[src/rtl/kcs_mbx_pkg.sv]
package kcs_mbx_pkg;

    // Hardware-owned status bit positions; the far side decodes them.
    localparam int OBF_BIT = 0;
    localparam int IBF_BIT = 1;
    localparam int CMD_BIT = 3;

    typedef enum logic {
        SEL_DATA = 1'b0,
        SEL_CTRL = 1'b1
    } reg_sel_e;

    // Bits of a status word that software may write.
    function automatic logic [31:0] sw_mask(input int width);
        logic [31:0] m;
        m = '0;
        for (int i = 0; i < width && i < 32; i++) begin
            m[i] = !(i == OBF_BIT || i == IBF_BIT || i == CMD_BIT);
        end
        return m;
    endfunction

endpackage

[src/rtl/kcs_mbx_slot.sv]
module kcs_mbx_slot #(
    parameter int DATA_W = 8
) (
    input  logic              clk,
    input  logic              rst_n,
    input  logic              wr_i,
    input  logic [DATA_W-1:0] wdata_i,
    input  logic              rd_i,
    output logic [DATA_W-1:0] data_o,
    output logic              full_o,
    output logic              ovr_o
);

    typedef struct packed {
        logic [DATA_W-1:0] data;
        logic              full;
        logic              ovr;
    } slot_t;

    slot_t st_d, st_q;

    always_comb begin
        st_d = st_q;
        if (wr_i) begin
            st_d.data = wdata_i;
            st_d.full = 1'b1;
            if (st_q.full && !rd_i) begin
                st_d.ovr = 1'b1;
            end
        end else if (rd_i) begin
            st_d.full = 1'b0;
        end
    end

    always_ff @(posedge clk) begin
        if (!rst_n) begin
            st_q <= '0;
        end else begin
            st_q <= st_d;
        end
    end

    assign data_o = st_q.data;
    assign full_o = st_q.full;
    assign ovr_o  = st_q.ovr;


    wr_sets_full_chk: assert property (@(posedge clk) disable iff (!rst_n)
        wr_i |=> (full_o && data_o == $past(wdata_i)));

    rd_clears_full_chk: assert property (@(posedge clk) disable iff (!rst_n)
        (rd_i && !wr_i) |=> !full_o);

    ovr_sticky_chk: assert property (@(posedge clk) disable iff (!rst_n)
        ovr_o |=> ovr_o);

    ovr_raise_chk: assert property (@(posedge clk) disable iff (!rst_n)
        (wr_i && full_o && !rd_i) |=> ovr_o);

    collide_no_ovr_chk: assert property (@(posedge clk) disable iff (!rst_n)
        (wr_i && rd_i && !ovr_o) |=> (!ovr_o && full_o));

endmodule

[src/rtl/kcs_mbx_status.sv]
module kcs_mbx_status #(
    parameter int DATA_W = 8
) (
    input  logic              clk,
    input  logic              rst_n,
    input  logic              sw_wr_i,
    input  logic [DATA_W-1:0] sw_wdata_i,
    input  logic              cmd_wr_i,
    input  logic              cmd_val_i,
    input  logic              ibf_i,
    input  logic              obf_i,
    output logic [DATA_W-1:0] status_o
);
    import kcs_mbx_pkg::*;

    localparam logic [DATA_W-1:0] SW_MASK = DATA_W'(sw_mask(DATA_W));

    typedef struct packed {
        logic [DATA_W-1:0] sw;
        logic              cmd;
    } stat_t;

    stat_t st_d, st_q;

    always_comb begin
        st_d = st_q;
        if (sw_wr_i) begin
            st_d.sw = sw_wdata_i & SW_MASK;
        end
        if (cmd_wr_i) begin
            st_d.cmd = cmd_val_i;
        end
    end

    always_ff @(posedge clk) begin
        if (!rst_n) begin
            st_q <= '0;
        end else begin
            st_q <= st_d;
        end
    end

    always_comb begin
        status_o          = st_q.sw;
        status_o[CMD_BIT] = st_q.cmd;
        status_o[IBF_BIT] = ibf_i;
        status_o[OBF_BIT] = obf_i;
    end


    cmd_hold_chk: assert property (@(posedge clk) disable iff (!rst_n)
        !cmd_wr_i |=> (status_o[CMD_BIT] == $past(status_o[CMD_BIT])));

    sw_hold_chk: assert property (@(posedge clk) disable iff (!rst_n)
        !sw_wr_i |=> ((status_o & SW_MASK) == $past(status_o & SW_MASK)));

endmodule

[src/rtl/kcs_mailbox.sv]
module kcs_mailbox #(
    parameter int DATA_W = 8
) (
    input  logic              clk,
    input  logic              rst_n,
    input  logic              host_wr,
    input  logic              host_rd,
    input  logic              host_sel,
    input  logic [DATA_W-1:0] host_wdata,
    output logic [DATA_W-1:0] host_rdata,
    output logic              host_irq,
    input  logic              bmc_wr,
    input  logic              bmc_rd,
    input  logic              bmc_sel,
    input  logic [DATA_W-1:0] bmc_wdata,
    output logic [DATA_W-1:0] bmc_rdata,
    output logic              bmc_irq,
    output logic              ovr_inbound,
    output logic              ovr_outbound
);
    import kcs_mbx_pkg::*;

    reg_sel_e host_sel_e, bmc_sel_e;
    logic [DATA_W-1:0] in_data, out_data, status;
    logic in_full, out_full;
    logic out_wr, out_rd, in_rd, stat_wr;

    assign host_sel_e = reg_sel_e'(host_sel);
    assign bmc_sel_e  = reg_sel_e'(bmc_sel);

    assign out_wr  = bmc_wr  && bmc_sel_e  == SEL_DATA;
    assign stat_wr = bmc_wr  && bmc_sel_e  == SEL_CTRL;
    assign out_rd  = host_rd && host_sel_e == SEL_DATA;
    assign in_rd   = bmc_rd  && bmc_sel_e  == SEL_DATA;

    kcs_mbx_slot #(.DATA_W(DATA_W)) u_inbound (
        .clk     (clk),
        .rst_n   (rst_n),
        .wr_i    (host_wr),
        .wdata_i (host_wdata),
        .rd_i    (in_rd),
        .data_o  (in_data),
        .full_o  (in_full),
        .ovr_o   (ovr_inbound)
    );

    kcs_mbx_slot #(.DATA_W(DATA_W)) u_outbound (
        .clk     (clk),
        .rst_n   (rst_n),
        .wr_i    (out_wr),
        .wdata_i (bmc_wdata),
        .rd_i    (out_rd),
        .data_o  (out_data),
        .full_o  (out_full),
        .ovr_o   (ovr_outbound)
    );

    kcs_mbx_status #(.DATA_W(DATA_W)) u_status (
        .clk        (clk),
        .rst_n      (rst_n),
        .sw_wr_i    (stat_wr),
        .sw_wdata_i (bmc_wdata),
        .cmd_wr_i   (host_wr),
        .cmd_val_i  (host_sel),
        .ibf_i      (in_full),
        .obf_i      (out_full),
        .status_o   (status)
    );

    assign host_rdata = (host_sel_e == SEL_CTRL) ? status : out_data;
    assign bmc_rdata  = (bmc_sel_e  == SEL_CTRL) ? status : in_data;
    assign host_irq   = status[OBF_BIT];
    assign bmc_irq    = status[IBF_BIT];


    stat_wr_no_irq_chk: assert property (@(posedge clk) disable iff (!rst_n)
        (stat_wr && !host_wr && !host_rd && !bmc_rd) |=> ($stable(host_irq) && $stable(bmc_irq)));

    stat_rd_quiet_chk: assert property (@(posedge clk) disable iff (!rst_n)
        (host_rd && host_sel_e == SEL_CTRL && !host_wr && !bmc_wr && !bmc_rd)
        |=> ($stable(status) && $stable(out_data) && $stable(in_data)));

    cmd_flag_chk: assert property (@(posedge clk) disable iff (!rst_n)
        host_wr |=> (bmc_irq && status[CMD_BIT] == $past(host_sel)));

endmodule

[config.mk]
export PLATFORM = sky130hd
export DESIGN_NAME = kcs_mailbox
export DESIGN_NICKNAME = d
export VERILOG_FILES = /design/src/rtl/kcs_mbx_pkg.sv /design/src/rtl/kcs_mbx_slot.sv /design/src/rtl/kcs_mbx_status.sv /design/src/rtl/kcs_mailbox.sv
export SDC_FILE = /design/constraint.sdc
export NUM_CORES = 1
export LEC_CHECK = 0
export BUFFER_PORTS_ARGS = -buffer_cell sky130_fd_sc_hd__buf_2
export CAP_MARGIN = 10
export CORE_MARGIN = 8
export CORE_UTILIZATION = 51
export CTS_CLUSTER_DIAMETER = 30
export CTS_CLUSTER_SIZE = 20
export DETAILED_ROUTE_END_ITERATION = 10
export PLACE_DENSITY = 0.83
export SLEW_MARGIN = 20
export SYNTH_ARGS = -nofsm -noshare
export SYNTH_HDL_FRONTEND = slang
export SYNTH_SLANG_ARGS = --single-unit
export TNS_END_PERCENT = 5
[constraint.sdc]
create_clock -name clk -period 2.6 [get_ports clk]
set_input_delay 0.26 -clock clk [delete_from_list [all_inputs] [get_ports clk]]
set_output_delay 0.26 -clock clk [all_outputs]
set_load 0.01 [all_outputs]
# Word level (Yosys, flattened, before mapping)
# Index checks and enable logic that the tools add are counted.
[word_totals]
regBits = 26
latch_bits = 0
ram_bits = 0
romBits = 0
in_bits = 24
wordCells = 28
memories = 0
[op_classes]
n_addsub = 0
mul = 0
div = 0
order_cmp = 0
n_eq_ne = 0
shift = 0
muxes = 6
bitwise_logic = 2
n_reduce_logical = 12
[op_table]
columns = ["op", "count"]
rows = [
  ["8-bit 2-to-1 mux", 2],
  ["1-bit logical AND", 6],
  ["1-bit 2-to-1 mux", 4],
  ["2-bit AND reduction", 2],
  ["2-bit nonzero test", 2],
  ["1-bit logical NOT", 2],
  ["1-bit NOT", 2],
]

# Logic depth before layout (Yosys ltp)
[depth]
depth_word = 5
depth_mapped = 5

# By module
# Synthesis repeated with hierarchy kept, for this count alone.
[hier_totals]
hier_cells = 107
area_unflattened_um2 = 1253.7
[modules_own_cells]
columns = ["module", "n_inst", "cells_per_inst", "area_per_inst_um2", "seq_area_each_um2"]
rows = [
  ["kcs_mbx_slot", 2, 32, 374.1, 200.2],
  ["kcs_mailbox", 1, 22, 261.5, 0.0],
  ["kcs_mbx_status", 1, 21, 244.0, 120.1],
]

# Worst setup path after synthesis
# OpenSTA, ideal clock, no wires.
[synth_timing]
path_type = "input -> output"
from = "input bmc_sel"
to = "output bmc_rdata[2]"
arrival_time_ns = 0.984
t_required_ns = 2.340
setup_slack_ns = 1.356
cell_stages = 3
n_path_buf = 2
path_cell_list = "buf_2 -> buf_2 -> mux2_1"
[synth_between]
elab_chain_cells = 1
[synth_lines]
columns = ["element", "line", "source"]
rows = [
  ["start, declared", "kcs_mailbox.sv:14", "input logic bmc_sel,"],
  ["8-bit 2-to-1 mux", "kcs_mailbox.sv:71", "assign bmc_rdata = (bmc_sel_e == SEL_CTRL) ? status : in_data;"],
  ["end, declared", "kcs_mailbox.sv:16", "output logic [DATA_W-1:0] bmc_rdata,"],
]
# Every way passes these cells.

# Worst setup path in the final report
[layout_timing]
from = "register u_status.st_q (netlist bit u_status.status_o[5])"
to = "output bmc_rdata[5]"
[layout_between]
elab_chain_cells = 1
[layout_lines]
columns = ["element", "line", "source"]
rows = [
  ["start, declared", "kcs_mbx_status.sv:23", "stat_t st_d, st_q;"],
  ["start signal, assigned", "kcs_mbx_status.sv:39", "st_q <= st_d;"],
  ["8-bit 2-to-1 mux", "kcs_mailbox.sv:71", ""],
]
# Every way passes these cells.

==> flow_summary.yaml <==
detailed_routing:
  drcViolationCount: 0
  wl_per_cell_um: 14.13
  drt-pass1-iter-count: 3
  detail-route-antenna-nets: 0
  vias: 958
  via_per_inst: 5.123
  drt_iter0_markers: 15
  routed_wl_mm: 2.643
worst_setup_path:
  required_ps: 2340
  critical_path.slowest_cell: "dfxtp_1"
  r2r-end: "u_inbound.ovr_o"
  cp.arrival_ps: 1110
  slowest_delay_ps: 360
  r2r_cells: 2
  crit_cells: 2
  critical_path.startpoint: "u_status.status_o[5]"
  critPathLaunchType: "flip-flop"
  r2r_start: "u_inbound.full_o"
  path_class: "flip-flop to primary output"
  crit_path_end_kind: "primary output"
  path_buf_inv: 1
  crit_fanout: 3
  crit_end: "bmc_rdata[5]"
  regToRegSetupSlack_ps: 1920
  worstPathCellList: "mux2_1 -> buf_2"
  cp_top_family: "flip-flops"
floorplan:
  core_mm2: 0.002191
  num_rows: 17
  io_pins: 44
  die_w_um: 63.77
  die_y_um: 63.77
  die_area_mm2: 0.004066
  initial_utilization: 0.5311
sta:
  period_minus_slack_ps: 1367
  timing.fmax_ghz: 0.7317
  fin_skew_ps: 0.1671
  hold_viol_final: 0
  fin_setup_tns_ps: 0
  setup_viol: 0
  rsz0062_at_grt: "false"
  worstMarginPinSlew_ps: 551.4
  drv_slew: 0
  relSlewSlack: 0.6316
  final.period_utilization: 0.5257
clocking:
  cts_hold_buf: 0
  cts_tree: "built"
  cts_max_path_buffers: 2
  clock-sinks: 26
  cts_max_level: 1
  postCtsSetupBuffers: 0
  numCtsBuffers: 3
  clkLatencyLatePin_ps: 310
  cts_root_buf: "clkbuf_4"
  clk_pin_slew_ps: 130
  post_cts_resized: 0
run:
  cap_violations: 0
yosys:
  synth.avg_cell_area_um2: 9.617
  netlist_area_mm2: 0.001164
  syn_inst: 121
  syn-num-nets: 145
  ys_types: 16
  ys_ff_latch: 26
  yosysWarnings: 0
  ys_seq_area_frac: 0.4473
power:
  power_density_mw_per_mm2: 512.5
  peakVddDrop_uv: 274.8
  total_leakage_power_nw: 0.6668
global_routing:
  antenna_found_initial: 0
  grt_pass1_vias: 991
  grt_usage: 0.1307
  grt_pass1_wl_mm: 4.429
  grt_overflow: 0
  grt_start_max_net_pins: 28
place:
  io_buffers: 43
  placed_cells: 184
  gp_routability_congestion: 0.7467
  dp_hpwl_mm: 2.084
final_layout:
  fin_nets: 185
  final_cell_mix: "43 x buf_2, 26 x dfxtp_1, 24 x nand2_1"
  final_common_cell: "buf_2"
  antennaDiodeCount: 0
  areaGrowthSynthToFinish_pct: 20.00
  drive_above_1_share: 0.3396
  final_cells: 187
  fillCellCount: 182
status:
  status: "finished, final reports clean"
hold_path:
  hold_path_class: "input port to flip-flop"
synthesized netlist by cell type:
library cell / n / area (um^2)
a21boi_1: 14 / 105.1
a21oi_1: 1 / 5.000
a31oi_1: 1 / 6.260
buf_2: 5 / 25.02
buf_4: 1 / 7.510
clkbuf_1: 2 / 7.510
dfxtp_1: 26 / 520.5
inv_1: 1 / 3.750
mux2_1: 8 / 90.09
mux2_2: 8 / 90.09
mux2i_1: 9 / 90.09
nand2_1: 24 / 90.09
nand2b_1: 2 / 12.51
nand3_1: 5 / 25.02
nor2b_1: 12 / 75.07
o21ai_1: 2 / 10.01
registers in the layout (all words and copies together), names as in the netlist:
signal and cells:
u_inbound.data_o 8, u_outbound.data_o 8, u_status.status_o 6, u_inbound.full_o 1, u_inbound.ovr_o 1, u_outbound.full_o 1, u_outbound.ovr_o 1
worst min-delay path, stage by stage:
cell and delay [ps]:
buf_2 90, nand2_1 40, a21boi_1 50
cell type report:
cell class	instances	area, um^2	share of cell area
multi-input cells	86	599.3	0.4292
flip-flops and latches	26	520.5	0.3728
repair buffers	43	215.2	0.1541
well taps	28	35.03	0.02509
clock buffers	3	22.52	0.01613
inverters	1	3.754	0.002688
worst min-delay path by stage:
| stage | start | end | slack, ps | depth (start not counted) |
|---|---|---|---|---|
| 2_1_floorplan | rst_n | u_outbound.ovr_o | 390 | 2 |
| 6_report | bmc_wdata[0] | u_outbound.data_o[0] | 170 | 3 |
| 4_1_cts | bmc_wdata[0] | u_outbound.data_o[0] | 170 | 3 |
| 5_1_grt | bmc_wdata[6] | u_outbound.data_o[6] | 170 | 3 |
| 3_3_place_gp | u_outbound.ovr_o | u_outbound.ovr_o | 430 | 2 |
| 3_5_place_dp | u_outbound.data_o[7] | u_outbound.data_o[7] | 450 | 2 |
cell families after synthesis:
family / count (synthesis) / share of synthesized area
buffers and inverters: 9 / 0.03763
DFF: 26 / 0.4473
and+or+nand+nor: 43 / 0.1742
AOI/OAI and AO/OA: 18 / 0.1086
muxes: 25 / 0.2323
routing by layer:
layer,GRT usage,part of all wire,vias up
met4,0.05014,0.010,0
met2,0.2497,0.55,14
met3,0.02439,0.026,2
met1,0.1372,0.41,458
li1,-,-,484
met5,0,0,-
per-stage QoR:
stage                     area, um^2  utilization  hold slack (ps)  total power, W  worst slack (ps)
after global routing            1396       0.6374            174.2       0.0007543              1175
after CTS                       1396       0.6374            170.3       0.0007215              1230
after detailed placement        1374       0.6271            448.5       0.0005627              1269
final                           1396       0.6374            172.7       0.0007156              1233
after global placement          1374       0.6271            432.6       0.0005581              1277
after floorplan                 1164            -            392.6       0.0005134              1356
power breakdown:
| part | leakage (nW) | total [W] | internal (W) | switching (W) |
|---|---|---|---|---|
| combinational | 0.439 | 0.000120 | 0.0000598 | 0.0000604 |
| sequential | 0.214 | 0.000431 | 0.000419 | 0.0000120 |
| clock | 0.0138 | 0.000164 | 0.0000540 | 0.000110 |
Note: power is estimated with default switching activity, not from simulation.
